File: src/rtl/rwPkg.sv
package rwPkg;
  localparam int MAC_BYTES = 6;
  localparam int PAY_MAX   = 6;
  localparam int FCS_BYTES = 4;
  localparam int HDR_BYTES = 14;

  typedef enum logic [1:0] {
    FCS_KEEP = 2'd0,
    FCS_CALC = 2'd1,
    FCS_USER = 2'd2,
    FCS_HOLD = 2'd3
  } fcsModeT;

  typedef struct packed {
    logic       modify;
    logic       selDst;
    logic       selSrc;
    logic       selType;
    logic       selPay;
    logic       selFcs;
    logic [2:0] fieldIdx;
    logic [2:0] payIdx;
    logic [1:0] fcsIdx;
    logic [1:0] fcsMode;
    logic       crcRestart;
  } strobeT;

  // reflected CRC-32 update, one byte, LSB first
  function automatic logic [31:0] crcByte(input logic [31:0] c, input logic [7:0] d);
    logic [31:0] r;
    r = c;
    for (int i = 0; i < 8; i++)
      r = (r[0] ^ d[i]) ? ((r >> 1) ^ 32'hEDB88320) : (r >> 1);
    return r;
  endfunction
endpackage

File: src/rtl/rwControl.sv
module rwControl
  import rwPkg::*;
#(
  parameter int OFF_W = 11,
  parameter int CNT_W = 8
) (
  input  logic             clk,
  input  logic             rstN,
  input  logic             headValid,
  input  logic             headStart,
  input  logic             headFcs,
  input  logic [47:0]      destWin,
  input  logic             cmdLoad,
  input  logic [CNT_W-1:0] cmdFrames,
  input  logic             matchOnly,
  input  logic [47:0]      targetMac,
  input  logic             dstEn,
  input  logic             srcEn,
  input  logic             typeEn,
  input  logic             payEn,
  input  logic [OFF_W-1:0] payOffset,
  input  logic [2:0]       payLen,
  input  logic [1:0]       fcsMode,
  output strobeT           stb
);
  localparam logic [OFF_W-1:0] SRC_AT  = OFF_W'(MAC_BYTES);
  localparam logic [OFF_W-1:0] TYPE_AT = OFF_W'(2 * MAC_BYTES);
  localparam logic [OFF_W-1:0] HDR_AT  = OFF_W'(HDR_BYTES);
  localparam logic [OFF_W-1:0] POS_MAX = '1;

  logic [CNT_W-1:0] remaining;
  logic             modActive;
  logic [OFF_W-1:0] posReg, posNow, rel;
  logic [OFF_W:0]   payEndAt;
  logic [1:0]       fcsCnt;
  logic             eligible, modNow, inPay;

  assign eligible = (remaining != '0) && (!matchOnly || (destWin == targetMac));
  assign modNow   = headStart ? eligible : modActive;
  assign posNow   = headStart ? '0 : posReg;
  assign rel      = posNow - HDR_AT;
  assign payEndAt = {1'b0, payOffset} + (OFF_W + 1)'(payLen);
  assign inPay    = payEn && (posNow >= HDR_AT) && (rel >= payOffset) &&
                    ({1'b0, rel} < payEndAt) && !headFcs;

  always_ff @(posedge clk) begin
    if (!rstN) begin
      remaining <= '0;
      modActive <= 1'b0;
      posReg    <= '0;
      fcsCnt    <= '0;
    end else begin
      if (cmdLoad)
        remaining <= cmdFrames;
      else if (headValid && headStart && eligible)
        remaining <= remaining - 1'b1;
      if (headValid && headStart)
        modActive <= eligible;
      if (headValid) begin
        posReg <= (posNow == POS_MAX) ? posNow : posNow + 1'b1;
        fcsCnt <= headFcs ? fcsCnt + 1'b1 : 2'd0;
      end
    end
  end

  always_comb begin
    stb            = '0;
    stb.modify     = headValid && modNow;
    stb.crcRestart = headStart;
    stb.fcsMode    = fcsMode;
    stb.fcsIdx     = fcsCnt;
    stb.selFcs     = headFcs;
    if (!headFcs) begin
      if (dstEn && posNow < SRC_AT) begin
        stb.selDst   = 1'b1;
        stb.fieldIdx = posNow[2:0];
      end else if (srcEn && posNow >= SRC_AT && posNow < TYPE_AT) begin
        stb.selSrc   = 1'b1;
        stb.fieldIdx = 3'(posNow - SRC_AT);
      end else if (typeEn && posNow >= TYPE_AT && posNow < HDR_AT) begin
        stb.selType  = 1'b1;
        stb.fieldIdx = 3'(posNow - TYPE_AT);
      end
    end
    stb.selPay = inPay;
    stb.payIdx = 3'(rel - payOffset);
  end

  // without a load the count moves by at most one per cycle, downward
  p_count_step_r10: assert property (@(posedge clk) disable iff (!rstN)
    !cmdLoad |=> (remaining == $past(remaining)) || (remaining == $past(remaining) - 1'b1));

  // a mismatching frame in conditional mode leaves the count alone
  p_mismatch_keeps_count_r4: assert property (@(posedge clk) disable iff (!rstN)
    (headValid && headStart && matchOnly && destWin != targetMac && !cmdLoad)
      |=> remaining == $past(remaining));
endmodule

File: src/rtl/rwDatapath.sv
module rwDatapath
  import rwPkg::*;
(
  input  logic        clk,
  input  logic        rstN,
  input  logic        inValid,
  input  logic        inStart,
  input  logic        inEnd,
  input  logic [7:0]  inData,
  input  strobeT      stb,
  input  logic [47:0] newDst,
  input  logic [47:0] newSrc,
  input  logic [15:0] newType,
  input  logic [47:0] payData,
  input  logic [31:0] userFcs,
  output logic        headValid,
  output logic        headStart,
  output logic        headFcs,
  output logic [47:0] destWin,
  output logic        outValid,
  output logic        outStart,
  output logic        outEnd,
  output logic [7:0]  outData
);
  localparam int DEPTH = MAC_BYTES;
  localparam int LAST  = DEPTH - 1;

  logic [7:0]       stData [DEPTH];
  logic [DEPTH-1:0] stValid, stStart, stEnd, stFcs;
  logic             endMark;
  logic [31:0]      crcReg, crcBase, crcFin;
  logic [2:0]       warmCnt;

  assign endMark = inValid && inEnd;

  always_ff @(posedge clk) begin
    if (!rstN) begin
      stValid[0] <= 1'b0; stStart[0] <= 1'b0; stEnd[0] <= 1'b0; stFcs[0] <= 1'b0;
      stData[0]  <= '0;
    end else begin
      stValid[0] <= inValid;
      stStart[0] <= inValid && inStart;
      stEnd[0]   <= endMark;
      stFcs[0]   <= endMark;
      stData[0]  <= inData;
    end
  end

  for (genvar g = 1; g < DEPTH; g++) begin : g_stage
    logic fcsIn;
    if (g < FCS_BYTES) begin : g_tail
      assign fcsIn = stFcs[g-1] || endMark;
    end else begin : g_body
      assign fcsIn = stFcs[g-1];
    end
    always_ff @(posedge clk) begin
      if (!rstN) begin
        stValid[g] <= 1'b0; stStart[g] <= 1'b0; stEnd[g] <= 1'b0; stFcs[g] <= 1'b0;
        stData[g]  <= '0;
      end else begin
        stValid[g] <= stValid[g-1];
        stStart[g] <= stStart[g-1];
        stEnd[g]   <= stEnd[g-1];
        stFcs[g]   <= fcsIn;
        stData[g]  <= stData[g-1];
      end
    end
    assign destWin[8*g +: 8] = stData[g];
  end
  assign destWin[7:0] = stData[0];

  assign headValid = stValid[LAST];
  assign headStart = stStart[LAST];
  assign headFcs   = stFcs[LAST];

  function automatic logic [7:0] pickByte(input logic [47:0] v, input logic [2:0] idx);
    logic [47:0] s;
    s = v << (8 * int'(idx));
    return s[47:40];
  endfunction

  assign crcFin = ~crcReg;

  always_comb begin
    outData = stData[LAST];
    if (stb.modify) begin
      if (stb.selFcs) begin
        case (stb.fcsMode)
          FCS_CALC: outData = crcFin[8*int'(stb.fcsIdx) +: 8];
          FCS_USER: outData = userFcs[8*int'(stb.fcsIdx) +: 8];
          default:  outData = stData[LAST];
        endcase
      end else if (stb.selDst)  outData = pickByte(newDst, stb.fieldIdx);
      else if (stb.selSrc)      outData = pickByte(newSrc, stb.fieldIdx);
      else if (stb.selType)     outData = stb.fieldIdx[0] ? newType[7:0] : newType[15:8];
      else if (stb.selPay)      outData = pickByte(payData, stb.payIdx);
    end
  end

  assign crcBase = stb.crcRestart ? 32'hFFFFFFFF : crcReg;

  always_ff @(posedge clk) begin
    if (!rstN) begin
      crcReg  <= 32'hFFFFFFFF;
      warmCnt <= '0;
    end else begin
      if (headValid && !headFcs) crcReg <= crcByte(crcBase, outData);
      if (warmCnt != 3'(DEPTH)) warmCnt <= warmCnt + 1'b1;
    end
  end

  assign outValid = stValid[LAST];
  assign outStart = stStart[LAST];
  assign outEnd   = stEnd[LAST];

  // output valid follows input valid six cycles later
  p_fixed_latency_r1: assert property (@(posedge clk) disable iff (!rstN)
    (warmCnt == 3'(DEPTH)) |-> (outValid == $past(inValid, DEPTH)));

  p_start_valid_r1: assert property (@(posedge clk) disable iff (!rstN)
    outStart |-> outValid);

  // bytes of an unaltered frame leave as they arrived
  p_unmodified_byte_r2: assert property (@(posedge clk) disable iff (!rstN)
    (outValid && !stb.modify) |-> outData == stData[LAST]);

  // the frame end always falls inside the held tail
  p_end_in_fcs_r7: assert property (@(posedge clk) disable iff (!rstN)
    outEnd |-> headFcs);
endmodule

File: src/rtl/frameFieldRewriter.sv
module frameFieldRewriter
  import rwPkg::*;
#(
  parameter int OFF_W = 11,
  parameter int CNT_W = 8
) (
  input  logic             clk,
  input  logic             rstN,
  input  logic             inValid,
  input  logic             inStart,
  input  logic             inEnd,
  input  logic [7:0]       inData,
  input  logic             cmdLoad,
  input  logic [CNT_W-1:0] cmdFrames,
  input  logic             matchOnly,
  input  logic [47:0]      targetMac,
  input  logic             dstEn,
  input  logic [47:0]      newDst,
  input  logic             srcEn,
  input  logic [47:0]      newSrc,
  input  logic             typeEn,
  input  logic [15:0]      newType,
  input  logic             payEn,
  input  logic [OFF_W-1:0] payOffset,
  input  logic [2:0]       payLen,
  input  logic [47:0]      payData,
  input  logic [1:0]       fcsMode,
  input  logic [31:0]      userFcs,
  output logic             outValid,
  output logic             outStart,
  output logic             outEnd,
  output logic [7:0]       outData
);
  strobeT      stb;
  logic        headValid, headStart, headFcs;
  logic [47:0] destWin;

  rwControl #(.OFF_W(OFF_W), .CNT_W(CNT_W)) uCtrl (
    .clk(clk), .rstN(rstN),
    .headValid(headValid), .headStart(headStart), .headFcs(headFcs), .destWin(destWin),
    .cmdLoad(cmdLoad), .cmdFrames(cmdFrames), .matchOnly(matchOnly), .targetMac(targetMac),
    .dstEn(dstEn), .srcEn(srcEn), .typeEn(typeEn), .payEn(payEn),
    .payOffset(payOffset), .payLen(payLen), .fcsMode(fcsMode), .stb(stb)
  );

  rwDatapath uData (
    .clk(clk), .rstN(rstN),
    .inValid(inValid), .inStart(inStart), .inEnd(inEnd), .inData(inData),
    .stb(stb), .newDst(newDst), .newSrc(newSrc), .newType(newType),
    .payData(payData), .userFcs(userFcs),
    .headValid(headValid), .headStart(headStart), .headFcs(headFcs), .destWin(destWin),
    .outValid(outValid), .outStart(outStart), .outEnd(outEnd), .outData(outData)
  );
endmodule

File: config.mk
export PLATFORM = sky130hd
export DESIGN_NAME = frameFieldRewriter
export DESIGN_NICKNAME = d
export VERILOG_FILES = /design/src/rtl/rwPkg.sv /design/src/rtl/rwControl.sv /design/src/rtl/rwDatapath.sv /design/src/rtl/frameFieldRewriter.sv
export SDC_FILE = /design/constraint.sdc
export NUM_CORES = 1
export LEC_CHECK = 0
export ABC_AREA = 1
export CAP_MARGIN = 40
export CORE_ASPECT_RATIO = 1.4
export CORE_MARGIN = 2
export CORE_UTILIZATION = 60
export CTS_CLUSTER_DIAMETER = 60
export DETAILED_ROUTE_END_ITERATION = 8
export DONT_BUFFER_PORTS = 1
export GPL_TIMING_DRIVEN = 1
export PLACE_DENSITY = 0.87
export SETUP_SLACK_MARGIN = 0.5
export SYNTH_ARGS = -nofsm -noshare
export SYNTH_HDL_FRONTEND = slang
export SYNTH_SLANG_ARGS = --single-unit
export TNS_END_PERCENT = 10
File: constraint.sdc
create_clock -name clk -period 4.72 [get_ports clk]
set_clock_uncertainty 0.1 [all_clocks]
set_input_delay 0.708 -clock clk [delete_from_list [all_inputs] [get_ports clk]]
set_output_delay 0.708 -clock clk [all_outputs]
set_load 0.005 [all_outputs]
Word-level counts from Yosys, hierarchy flattened
Memory sizes are Yosys's and may differ from the RTL's.
Index checks and enable logic that the tools add are counted.
{ "word_totals": {"regBits": 77, "ramBits": 48, "input_bits": 283, "out_inout_bits": 11, "word_cells": 142, "n_memories": 1} }
{ "classes": {"addsub": 8, "magnitude_cmp": 8, "eq_ne": 4, "shifts": 5, "mux": 41, "bitwise_logic": 23, "reduce_logical": 24} }
{ "mem_list": {"columns": ["memory", "words", "width", "rd", "rd_clocked_by_memory_dff", "write_ports", "line", "text"], "rows": [
  ["uData.stData", 6, 8, 6, 0, 6, "rwDatapath.sv:28", "logic [7:0] stData [DEPTH];"]
]} }
{ "op_table": {"columns": ["cell", "count"], "rows": [
  ["$mux W32", 9],
  ["$shl A48 B6 Y48", 3],
  ["$mux W8", 15],
  ["$not A13 Y14", 8],
  ["$shiftx A32 B6 Y8", 2],
  ["$eq A48 B48 Y1", 1],
  ["$not A32 Y32", 1],
  ["$ge A11 B4 Y1 const B", 2],
  ["$lt A11 B4 Y1 const B", 2],
  ["$mux W11", 2],
  ["$logic_and A1 B1 Y1", 16],
  ["$pmux W8 S2", 1],
  ["$mux W3", 5],
  ["$add A11 B3 Y12", 1],
  ["$lt A11 B12 Y1", 1],
  ["$add A11 B1 Y11 const B", 1],
  ["$eq A11 B11 Y1 const B", 1],
  ["$ge A11 B11 Y1", 1],
  ["$ge A11 B3 Y1 const B", 1],
  ["$lt A11 B3 Y1 const B", 1],
  ["$sub A11 B4 Y11 const B", 1],
  ["$reduce_bool A8 Y1", 1],
  ["$sub A8 B1 Y8 const B", 1],
  ["$xor A1 B1 Y1", 8],
  ["11 further kinds", 28]
]} }

Depth between registers and ports, before layout
Gate-level depths: netlist (run 1).
{ "logic_depth": {"depth_word": 30, "mapped_depth": 38, "ltp_nobuf": 37} }

Cells and area by module
A second synthesis (run 1) with hierarchy kept.
{ "unflattened": {"hier_cells": 1684, "area_unflattened_um2": 10181.0} }
{ "modules_own_cells": {"columns": ["module", "instances", "cells_per_inst", "area_each_um2", "seq_area_each_um2"], "rows": [
  ["rwDatapath", 1, 1172, 7056.8, 2062.0],
  ["rwControl", 1, 512, 3124.2, 440.4]
]} }

Worst setup path before layout (run 1)
Ideal clock, no wire load.
{ "synth_timing": {"path_type": "in2reg", "start": "input port payOffset[0]", "end": "register uData.crcReg[19]", "setup_ps": 121, "t_arrival_ps": 3854, "t_required_ps": 4499, "slack_ps": 645, "path_stages": 30, "path_buffers": 0, "cell_sequence": "ha_1 > fa_1 > nand2_1 > a21oi_1 > nand2_1 > nor2_1 > nand2_1 > nor3_1 > xor2_1 > ha_1 > nand2_1 > nor2_1 > nand2_1 > nand3_1 > nand2_1 > nand3_1 > nand3_1 > nand3_1 > nand2_2 > nand2_2 > nand2_1 > nand2_2 > nor2_1 > nor2_4 > nand2_1 > nand2_2 > nand2_1 > inv_2 > nand3_1 > nand3_1"} }
{ "synth_between": {"elab_chain_cells": 24, "elab_cells_between_ends": 34, "classes_between": "2 x add/sub; 2 x order compare; 1 x shift; 14 x mux; 12 x bitwise; 3 x reduce/logical"} }
{ "synth_lines": {"columns": ["item", "line", "text"], "rows": [
  ["from (decl)", "frameFieldRewriter.sv:24", "input logic [OFF_W-1:0] payOffset,"],
  ["$add A11 B3 Y12 / $ge A11 B11 Y1 (equally long branches)", "rwControl.sv:42, rwControl.sv:43", null],
  ["$lt A11 B12 Y1 / $logic_and A1 B1 Y1 (equally long branches)", "rwControl.sv:44, rwControl.sv:43", null],
  ["$logic_and A1 B1 Y1", "rwControl.sv:43", "assign inPay = payEn && (posNow >= HDR_AT) && (rel >= payOffset) &&"],
  ["$logic_and A1 B1 Y1", "rwControl.sv:44", "({1'b0, rel} < payEndAt) && !headFcs;"],
  ["$mux W8 *", "rwDatapath.sv:96", "else if (stb.selPay) outData = pickByte(payData, stb.payIdx);"],
  ["$mux W8 *", "rwDatapath.sv:95", "else if (stb.selType) outData = stb.fieldIdx[0] ? newType[7:0] : newType[15:8];"],
  ["$mux W8 *", "rwDatapath.sv:94", "else if (stb.selSrc) outData = pickByte(newSrc, stb.fieldIdx);"],
  ["$mux W8 *", "rwDatapath.sv:93", "end else if (stb.selDst) outData = pickByte(newDst, stb.fieldIdx);"],
  ["[... 2 more ...]", null, null],
  ["net outData[0]", "frameFieldRewriter.sv:32", "output logic [7:0] outData"],
  ["[... 5 more ...]", null, null],
  ["$not A13 Y14 (no source line)", null, null],
  ["$mux W32 * (2 in series)", "rwPkg.sv:33", "r = (r[0] ^ d[i]) ? ((r >> 1) ^ 32'hEDB88320) : (r >> 1);"],
  ["$not A13 Y14 (no source line)", null, null],
  ["$mux W32 *", "rwPkg.sv:33", null],
  ["$not A13 Y14 (no source line)", null, null],
  ["$mux W32 *", "rwPkg.sv:33", null],
  ["$not A13 Y14 (no source line)", null, null],
  ["$mux W32 *", "rwPkg.sv:33", null],
  ["to (signal assigned)", "rwDatapath.sv:107", "if (headValid && !headFcs) crcReg <= crcByte(crcBase, outData);"],
  ["to (decl)", "rwDatapath.sv:31", "logic [31:0] crcReg, crcBase, crcFin;"]
]} }
The timed path passes the listed nets; every way through them passes the cells marked *.
A chain may end at the register's enable or synchronous reset.

Final worst setup path (run 1)
{ "layout_timing": {"start": "register uData.stStart[5] (netlist: uData.headStart)", "end": "output port outData[1]"} }
{ "layout_between": {"elab_chain_cells": 14, "elab_cells_between_ends": 44, "classes_between": "4 x add/sub; 8 x order compare; 3 x shift; 19 x mux; 10 x reduce/logical"} }
{ "layout_lines": {"columns": ["item", "line", "text"], "rows": [
  ["from (decl)", "rwDatapath.sv:29", "logic [DEPTH-1:0] stValid, stStart, stEnd, stFcs;"],
  ["from (signal, indexed assignment)", "rwDatapath.sv:62", "stStart[g] <= stStart[g-1];"],
  ["branches (longest 13 deep; another with $sub A11 B4 Y11)", null, null],
  ["$mux W8 *", "rwDatapath.sv:86", "if (stb.modify) begin"],
  ["to (decl)", "frameFieldRewriter.sv:32", null]
]} }
Every way passes the cells marked *.

==> insert_results.sql, run 1 <==
INSERT INTO impl_metrics (metric_group, metric, value, unit) VALUES
('global_route', 'grt_overflow', '0', ''),
('finish', 'number_of_nets_in_the_layout', '1984', ''),
('clock_tree', 'cts_tree', 'done', ''),
('sta', 'setup_viol', '0', ''),
('run', 'drv_cap', '0', ''),
('worst_setup_path', 'worstReg2RegStart', 'uData.headStart', ''),
('global_route', 'first_global_vias', '9953', ''),
('synth', 'largest_family_of_logic_cells_by_synthesized_area', 'simple AND/OR/NAND/NOR gates', ''),
('worst_setup_path', 'r2r_setup_slack', '500', 'ps'),
('worst_setup_path', 'timing_worst_setup_path_type', 'register to output pin', ''),
('sta', 'number_of_max_slew_violations_in_the_final_report', '0', ''),
('worst_setup_path', 'timing.critical_path.from_type', 'register', ''),
('synth', 'fraction_of_synthesis_flops_using_an_asynchronous_set_or_reset_pin', '0', '%'),
('worst_setup_path', 'critPathMaxStageDelay', '390', 'ps'),
('power_and_ir_drop', 'power_per_cell_area', '240', 'mW/mm^2'),
('finish', 'fillCellCount', '1430', ''),
('routing', 'routed_via_density', '5.87', ''),
('synth', 'synth_nets', '1973', ''),
('synth', 'mappedNetlistArea', '0.00993', 'sq mm'),
('routing', 'drtAntennaViolNets', '0', ''),
('routing', 'routed_wire_length_per_instance', '17.7', 'um'),
('routing', 'drt_pass1_iterations', '6', ''),
('sta', 'max-slew-margin-rel', '53.6', '%'),
('sta', 'timing.hold.ws', '284', 'ps'),
('place', 'detailed_placement_hpwl', '25100', 'um'),
('clock_tree', 'clk_transition_reported_paths', '70', 'ps'),
('place', 'placed_cells_incl_taps', '1821', ''),
('floorplanning', 'placement_rows', '55', ''),
('status', 'status', 'completed', ''),
('clock_tree', 'cts_hold_buf', '0', ''),
('synth', 'synth.ff_latch_count', '125', ''),
('sta', 'clock.fmax', '229', 'MHz'),
('routing', 'detail_route.drc_violations', '0', ''),
('routing', 'finalWirelength', '33300', 'um'),
('finish', 'layout.cells.non_filler', '1884', ''),
('floorplanning', 'dieArea', '0.0176', 'sq mm'),
('clock_tree', 'cts_buffers', '17', ''),
('floorplanning', 'start_util', '61.4', '%'),
('clock_tree', 'cts_sinks', '125', ''),
('synth', 'synth_cell_types', '43', ''),
('synth', 'seq_area_frac_synth', '25.2', '%'),
('sta', 'timing_hold_violations_final', '0', ''),
('worst_setup_path', 'cp_max_fo', '8', ''),
('synth', 'synth-edff-count', '0', ''),
('worst_setup_path', 'timing.critical_path.arrival', '3550', 'ps'),
('global_route', 'global_route.usage.total', '34.8', '%'),
('global_route', 'grt_start_max_net_pins', '83', ''),
('finish', 'final_layout_size_suffix_gt1_share', '12.8', '%'),
('synth', 'yosys-mux-area-fraction', '0.705', '%'),
('floorplanning', 'design.portCount', '294', ''),
('place', 'port_buffers', '0', ''),
('synth', 'leading_post_synthesis_cells_by_cell_area', 'dfxtp_1 25%, nand2_1 18%, nand3_1 8.6%, inv_1 7.4%, a21oi_1 6.0%', ''),
('synth', 'ys_warn_count', '0', ''),
('synth', 'synth_simple_gate_area_share', '39.0', '%'),
('sta', 'sum_neg_setup_slack', '0', 'ps'),
('min_path', 'worstHoldPathType', 'primary input to register', ''),
('finish', 'final_core_util', '70.2', '%'),
('sta', 'setup_repair_after_global_routing_missed_its_margin', 'true', ''),
('synth', 'yosys.area.top_type', 'dfxtp_1', ''),
('worst_setup_path', 'cp_cell_instances', 'inv_6 -> buf_12 -> nand2_8 -> inv_2 -> nor2_4 -> buf_4 -> nand4_1 -> xor2_2 -> ha_4 -> a21oi_2 -> o21a_1 -> nand4_1 -> nand3_4 -> nand2_1 -> nand3_1 -> nand3_1 -> nand3_1 -> nand2_1 -> nand2_2 -> buf_4', ''),
('clock_tree', 'htree_num_levels', '4', ''),
('sta', 'worst-slew-pin-transition', '677', 'ps'),
('synth', 'synth_adder_area_share', '4.06', '%'),
('place', 'routabilityCongestion', '0.967', ''),
('power_and_ir_drop', 'power.static_leakage', '5.57', 'nW'),
('power_and_ir_drop', 'vdd_ir_drop_max', '249', 'uV'),
('worst_setup_path', 'type_of_destination_of_the_critical_path', 'output pin', ''),
('clock_tree', 'max-clock-path-buffers', '2', ''),
('sta', 'post-route-period-util', '92.4', '%'),
('routing', 'routed-via-count', '11100', ''),
('worst_setup_path', 'critical_path.startpoint', 'uData.headStart', '');
==> state kept, by name (all words and copies together), names as in the netlist <==
name and flops:
uCtrl.fcsCnt 2, uCtrl.modActive 1, uCtrl.posReg 11, uCtrl.remaining 8, uData.crcReg 32, uData.g_stage.fcsIn 2
uData.headFcs 1, uData.headStart 1, uData.headValid 1, uData.outEnd 1, uData.stData 48, uData.stEnd 5
uData.stFcs 2, uData.stStart 5, uData.stValid 5
==> worst min-delay path by stage <==
stage / to / slack [ps] / cells past startpoint / startpoint
global placement: uData.headValid / 290 / 2 / uData.stValid[4]
floorplan: uData.g_stage[5].fcsIn / 290 / 2 / uData.g_stage[4].fcsIn
finish: uData.stData[0][9] / 280 / 2 / rstN
global route: uData.stData[0][9] / 280 / 2 / rstN
CTS: uData.stData[0][9] / 280 / 2 / rstN
detailed placement: uData.g_stage[5].fcsIn / 300 / 2 / uData.g_stage[4].fcsIn
==> metrics by stage <==
| step | setup slack (ps) | power (mW) | cell area, sq um |
|---|---|---|---|
| 6_report | 358 | 2.72 | 11300 |
| 5_1_grt | 225 | 2.82 | 11300 |
| 4_1_cts | 510 | 2.72 | 10900 |
| 3_5_place_dp | 18.2 | 1.45 | 10100 |
| 3_3_place_gp | 68.5 | 1.45 | 10100 |
| 2_1_floorplan | 645 | 1.38 | 9930 |
==> synthesized netlist by cell type (20+ instances only) <==
library cell and count:
nor2_1 145, xor2_1 40, a21oi_1 120, nand3_1 170
dfxtp_1 125, clkbuf_1 43, nand2_2 27, ha_1 29
o21ai_0 86, nor3_1 21, xnor2_1 35, inv_1 197
o21ai_1 20, nand2_1 482
==> report_power, final <==
part / internal, mW / switching [mW]
combinational: 0.142 / 0.220
sequential: 1.08 / 0.0154
clock: 0.715 / 0.550
==> kinds of logic after synthesis <==
| group | after synthesis |
|---|---|
| buffers and inverters | 272 |
| adder cells (fa/ha/maj) | 31 |
| multiplexers | 7 |
| AO/OA/AOI/OAI | 254 |
| flip-flops | 125 |
| XOR/XNOR | 75 |
| AND/OR/NAND/NOR | 895 |
==> placed cells by master (no fill, tap or decap), types with 6 or more instances in the layout <==
| master | instances |
|---|---|
| nand2_1 | 459 |
| inv_1 | 191 |
| nand3_1 | 165 |
| nor2_1 | 134 |
| dfxtp_1 | 122 |
| a21oi_1 | 118 |
| o21ai_0 | 86 |
| buf_4 | 46 |
| nand2_2 | 39 |
| xor2_1 | 35 |
| xnor2_1 | 35 |
| ha_1 | 23 |
| nor3_1 | 20 |
| o21ai_1 | 20 |
| clkbuf_16 | 18 |
| nand2_4 | 13 |
| or2_2 | 13 |
| nand3b_1 | 13 |
| inv_2 | 11 |
| o211ai_1 | 11 |
| nor2_4 | 9 |
| nor2_2 | 9 |
| inv_6 | 8 |
| nand4_1 | 7 |
| mux2i_1 | 7 |
| nand3_2 | 6 |
| ha_4 | 6 |
==> critical path, delay by kind of cell (launching register included) <==
kind	cells	cell delay, ps
buffers and inverters	5	500
DFF	1	390
and+or+nand+nor	11	1360
adders and majority gates	1	270
xor gates and xnor gates	1	320
AOI/OAI and AO/OA	2	300
==> per-layer routing <==
layer	routed length, um	global-route usage, %	share of wire [%]
met4	1940	18.9	5.8
met3	3240	10.1	9.7
met5	0	0	0
met2	16600	63.1	50
met1	11500	35.9	34
==> what timing repair did <==
action | CTS | global route
cloned | 2 | 1
setup endpoints to repair | 36 | 33
pin swaps | 17 | 24
setup buffers | 6 | 20
gates resized for setup | 52 | 50
==> cell type report <==
type                       instances  area, sq um  area share, %
inverter                         210          806           7.10
tap                              199          249           2.19
sequential                       125         2510           22.1
antenna                            2         5.00         0.0441
clock inverter                    14          139           1.22
multi-input combinational       1264         6750           59.5
clock buffer                      18          439           3.87
timing repair buffer              52          444           3.92
No activity file was read; power rests on OpenSTA's default activity.
==> inputs of run 2 (changes only) <==
- CELL_PAD_IN_SITES_DETAIL_PLACEMENT: unset -> 1
- CELL_PAD_IN_SITES_GLOBAL_PLACEMENT: unset -> 1
- CORE_UTILIZATION: 60 -> 44
- PLACE_DENSITY: 0.87 -> 0.93
- REMOVE_ABC_BUFFERS: unset -> 1
==> run 2 against run 1 <==
  * The run now ends with setup timing left
  * First-iteration DRC count fell by 7.6%
  * Core utilization fell by 17 points
  * Routed wire length rose by 39%
  * Via count rose by 9.0%
  * Cell count rose by 6.8%
  * Global-route usage fell by 0.37 points
  * Combinational power rose by 15%
  * Critical path depth rose by 3
  * Fmax fell by 11%
  * Largest cell class unchanged
==> insert_results.sql, run 2 (synthesis results as in run 1) <==
INSERT INTO impl_metrics (metric_group, metric, value, unit) VALUES
('status', 'status', 'finished with violations', ''),
('status', 'failed_checks', 'setup timing', ''),
('sta', 'timing_hold_violations_final', '0', ''),
('sta', 'minimum_clock_period', '4890', 'ps'),
('place', 'port_buffers', '0', ''),
('finish', 'most-common-layout-cells', '439 x nand2_1, 189 x inv_1, 159 x nand3_1', ''),
('sta', 'post-route-period-util', '104', '%'),
('sta', 'number_of_max_slew_violations_in_the_final_report', '0', ''),
('clock_tree', 'max-clock-path-buffers', '2', ''),
('global_route', 'first_global_vias', '11900', ''),
('routing', 'drt_pass1_iterations', '5', ''),
('finish', 'number_of_nets_in_the_layout', '2006', ''),
('worst_setup_path', 'type_of_destination_of_the_critical_path', 'output pin', ''),
('clock_tree', 'htree_num_levels', '4', ''),
('sta', 'clock.fmax', '205', 'MHz'),
('worst_setup_path', 'cp_cell_instances', 'ha_4 -> fa_2 -> nand2_2 -> a21oi_4 -> nand2_2 -> nor2_2 -> nand2_2 -> buf_4 -> xor2_1 -> ha_1 -> a21oi_1 -> nand3b_1 -> inv_2 -> nor2_4 -> buf_6 -> nand3_4 -> nand2_1 -> nand3_2 -> nand3_1 -> nand3_2 -> nand2_4 -> nand2_4 -> buf_4', ''),
('worst_setup_path', 'critPathMaxStageDelay', '560', 'ps'),
('routing', 'drtAntennaViolNets', '0', ''),
('global_route', 'grt_overflow', '0', ''),
('global_route', 'grt_start_max_net_pins', '83', ''),
('worst_setup_path', 'cp_max_fo', '4', ''),
('worst_setup_path', 'critical-path-top-cell-by-count', 'nand2_2', ''),
('power_and_ir_drop', 'vdd_ir_drop_max', '282', 'uV'),
('worst_setup_path', 'timing_worst_setup_path_type', 'primary input to output pin', ''),
('worst_setup_path', 'timing.critical_path.max_delay_family', 'simple AND/OR/NAND/NOR gates', ''),
('routing', 'finalWirelength', '46200', 'um'),
('place', 'routabilityCongestion', '0.971', ''),
('routing', 'routed_wire_length_per_instance', '23.0', 'um'),
('global_route', 'antenna_violations_before_repair', '8', ''),
('global_route', 'grt_pass1_wl', '62600', 'um'),
('routing', 'first_iter_violations', '873', ''),
('finish', 'final_layout_size_suffix_gt1_share', '16.1', '%'),
('clock_tree', 'cts_sinks', '125', ''),
('floorplanning', 'dieWidth', '131', 'um'),
('finish', 'seqCellArea', '0.00251', 'sq mm'),
('place', 'detailed_placement_hpwl', '29900', 'um'),
('sta', 'setup_viol', '17', ''),
('clock_tree', 'cts_buffers', '17', ''),
('sta', 'timing.hold.ws', '283', 'ps'),
('clock_tree', 'clock_insertion_delay_worst_skew', '420', 'ps'),
('worst_setup_path', 'timing.critical_path.from_type', 'primary input', ''),
('floorplanning', 'placement_rows', '65', ''),
('routing', 'routed_via_density', '5.99', ''),
('finish', 'most_common_cell_after_layout_fill_and_taps_aside', 'nand2_1', ''),
('sta', 'setup_repair_after_global_routing_missed_its_margin', 'true', ''),
('clock_tree', 'clk_transition_reported_paths', '70', 'ps'),
('floorplanning', 'design.portCount', '294', ''),
('sta', 'max-slew-margin-rel', '41.3', '%'),
('power_and_ir_drop', 'power_per_cell_area', '241', 'mW/mm^2'),
('floorplanning', 'core_area', '0.0224', 'sq mm'),
('clock_tree', 'cts_hold_buf', '0', ''),
('finish', 'fin_area', '0.0119', 'sq mm'),
('finish', 'max_flop_register', 'uData.stData', ''),
('place', 'dpl_cell_area', '0.0102', 'sq mm'),
('run', 'drv_cap', '0', ''),
('sta', 'worst-slew-pin-transition', '878', 'ps'),
('floorplanning', 'dieArea', '0.0238', 'sq mm'),
('routing', 'detail_route.drc_violations', '0', ''),
('routing', 'routed-via-count', '12000', ''),
('min_path', 'worstHoldPathType', 'primary input to register', ''),
('worst_setup_path', 'worstPathBufferInverterCount', '4', ''),
('floorplanning', 'start_util', '44.4', '%'),
('floorplanning', 'die_height', '182', 'um'),
('sta', 'worst_slack', '-168', 'ps'),
('clock_tree', 'cts_tree', 'done', ''),
('global_route', 'global_route.usage.total', '34.5', '%'),
('power_and_ir_drop', 'power.static_leakage', '5.76', 'nW'),
('finish', 'fillCellCount', '3006', ''),
('finish', 'synthToLayoutAreaGrowth', '20.0', '%'),
('worst_setup_path', 'critical_path.slowest_cell', 'xor2_1', ''),
('sta', 'sum_neg_setup_slack', '-1390', 'ps'),
('finish', 'area_of_the_multi_input_gates', '0.00698', 'sq mm'),
('finish', 'largest_reg_flops', '48', ''),
('worst_setup_path', 'timing.critical_path.required', '3910', 'ps'),
('finish', 'top_regs', 'uData.stData: 48 flops, uData.crcReg: 32 flops, uCtrl.posReg: 11 flops', ''),
('clock_tree', 'cts.root.buffer_cell', 'clkbuf_16', ''),
('worst_setup_path', 'timing.critical_path.arrival', '4080', 'ps');
[run 2: changes by cell type in the layout (fill, tap and decap cells not counted), moves of 3 or more]
cell / previous run / this run
buf_4: 46 / 69
nand2_1: 459 / 439
nand2_4: 13 / 23
nand2_2: 39 / 47
nand3_1: 165 / 159
nand3_2: 6 / 11
diode_2: 2 / 6
clkinv_4: 3 / 0
ha_1: 23 / 20
ha_4: 6 / 9
inv_4: 1 / 4
nor2_1: 134 / 131
xor2_2: 3 / 6
[run 2: what timing repair did]
item / CTS / global route
setup endpoints to repair: 36 / 40
pin swaps: 24 / 41
setup buffers: 14 / 32
cloned: 2 / 0
gates resized for setup: 74 / 84
[run 2: where the power goes]
| group | total [mW] | leakage [nW] | switching, mW | internal (mW) |
|---|---|---|---|---|
| clock network | 1.36 | 0.291 | 0.550 | 0.812 |
| registers | 1.09 | 1.02 | 0.0173 | 1.08 |
| logic | 0.415 | 4.45 | 0.260 | 0.154 |
| total | 2.87 | 5.76 | 0.827 | 2.04 |
[run 2: worst register-to-register path, delay by kind of cell, from the launching register on]
family	cells	cell delay, ps
flip-flops	1	390
AO/OA/AOI/OAI	3	410
buffers and inverters	5	710
adder cells (fa/ha/maj)	1	310
AND/OR/NAND/NOR	17	2080
XOR/XNOR	2	640
[run 2: metal layers]
layer | GRT usage [%] | vias up | wire, um
li1 | - | 5375 | -
met1 | 33.1 | 5743 | 15300
met2 | 59.6 | 689 | 22400
met3 | 13.0 | 236 | 4810
met4 | 23.7 | 4 | 3690
met5 | 0 | - | 28
[run 2: final cells by class]
| cell class | instances | area share, % |
|---|---|---|
| clock inverter | 14 | 1.42 |
| multi-input combinational | 1263 | 58.5 |
| antenna | 6 | 0.126 |
| tap | 301 | 3.16 |
| inverter | 210 | 6.80 |
| timing repair buffer | 75 | 5.24 |
| clock buffer | 18 | 3.68 |
| sequential | 125 | 21.0 |
[run 2: path summary, 6_finish.rpt]
| kind | from | end | slack [ps] | depth (start not counted) |
|---|---|---|---|---|
| max reg2reg | uData.headStart | uData.crcReg[18] | -30 | 28 |
| min reg2reg | uData.stStart[4] | uData.headStart | 310 | 2 |
| max | payOffset[0] | outData[0] | -170 | 23 |
| min | inData[0] | uData.stData[0][0] | 280 | 2 |
[run 2: through the flow]
stage	utilization [%]	total power, mW	setup WS [ps]	cells
finish	53.3	2.87	-168	2012
CTS	50.5	2.84	491	1974
detailed placement	45.7	1.47	-211	1926
global placement	45.7	1.45	19.3	1926
floorplan	-	1.37	-35.0	1597
global route	53.3	2.97	-303	2010
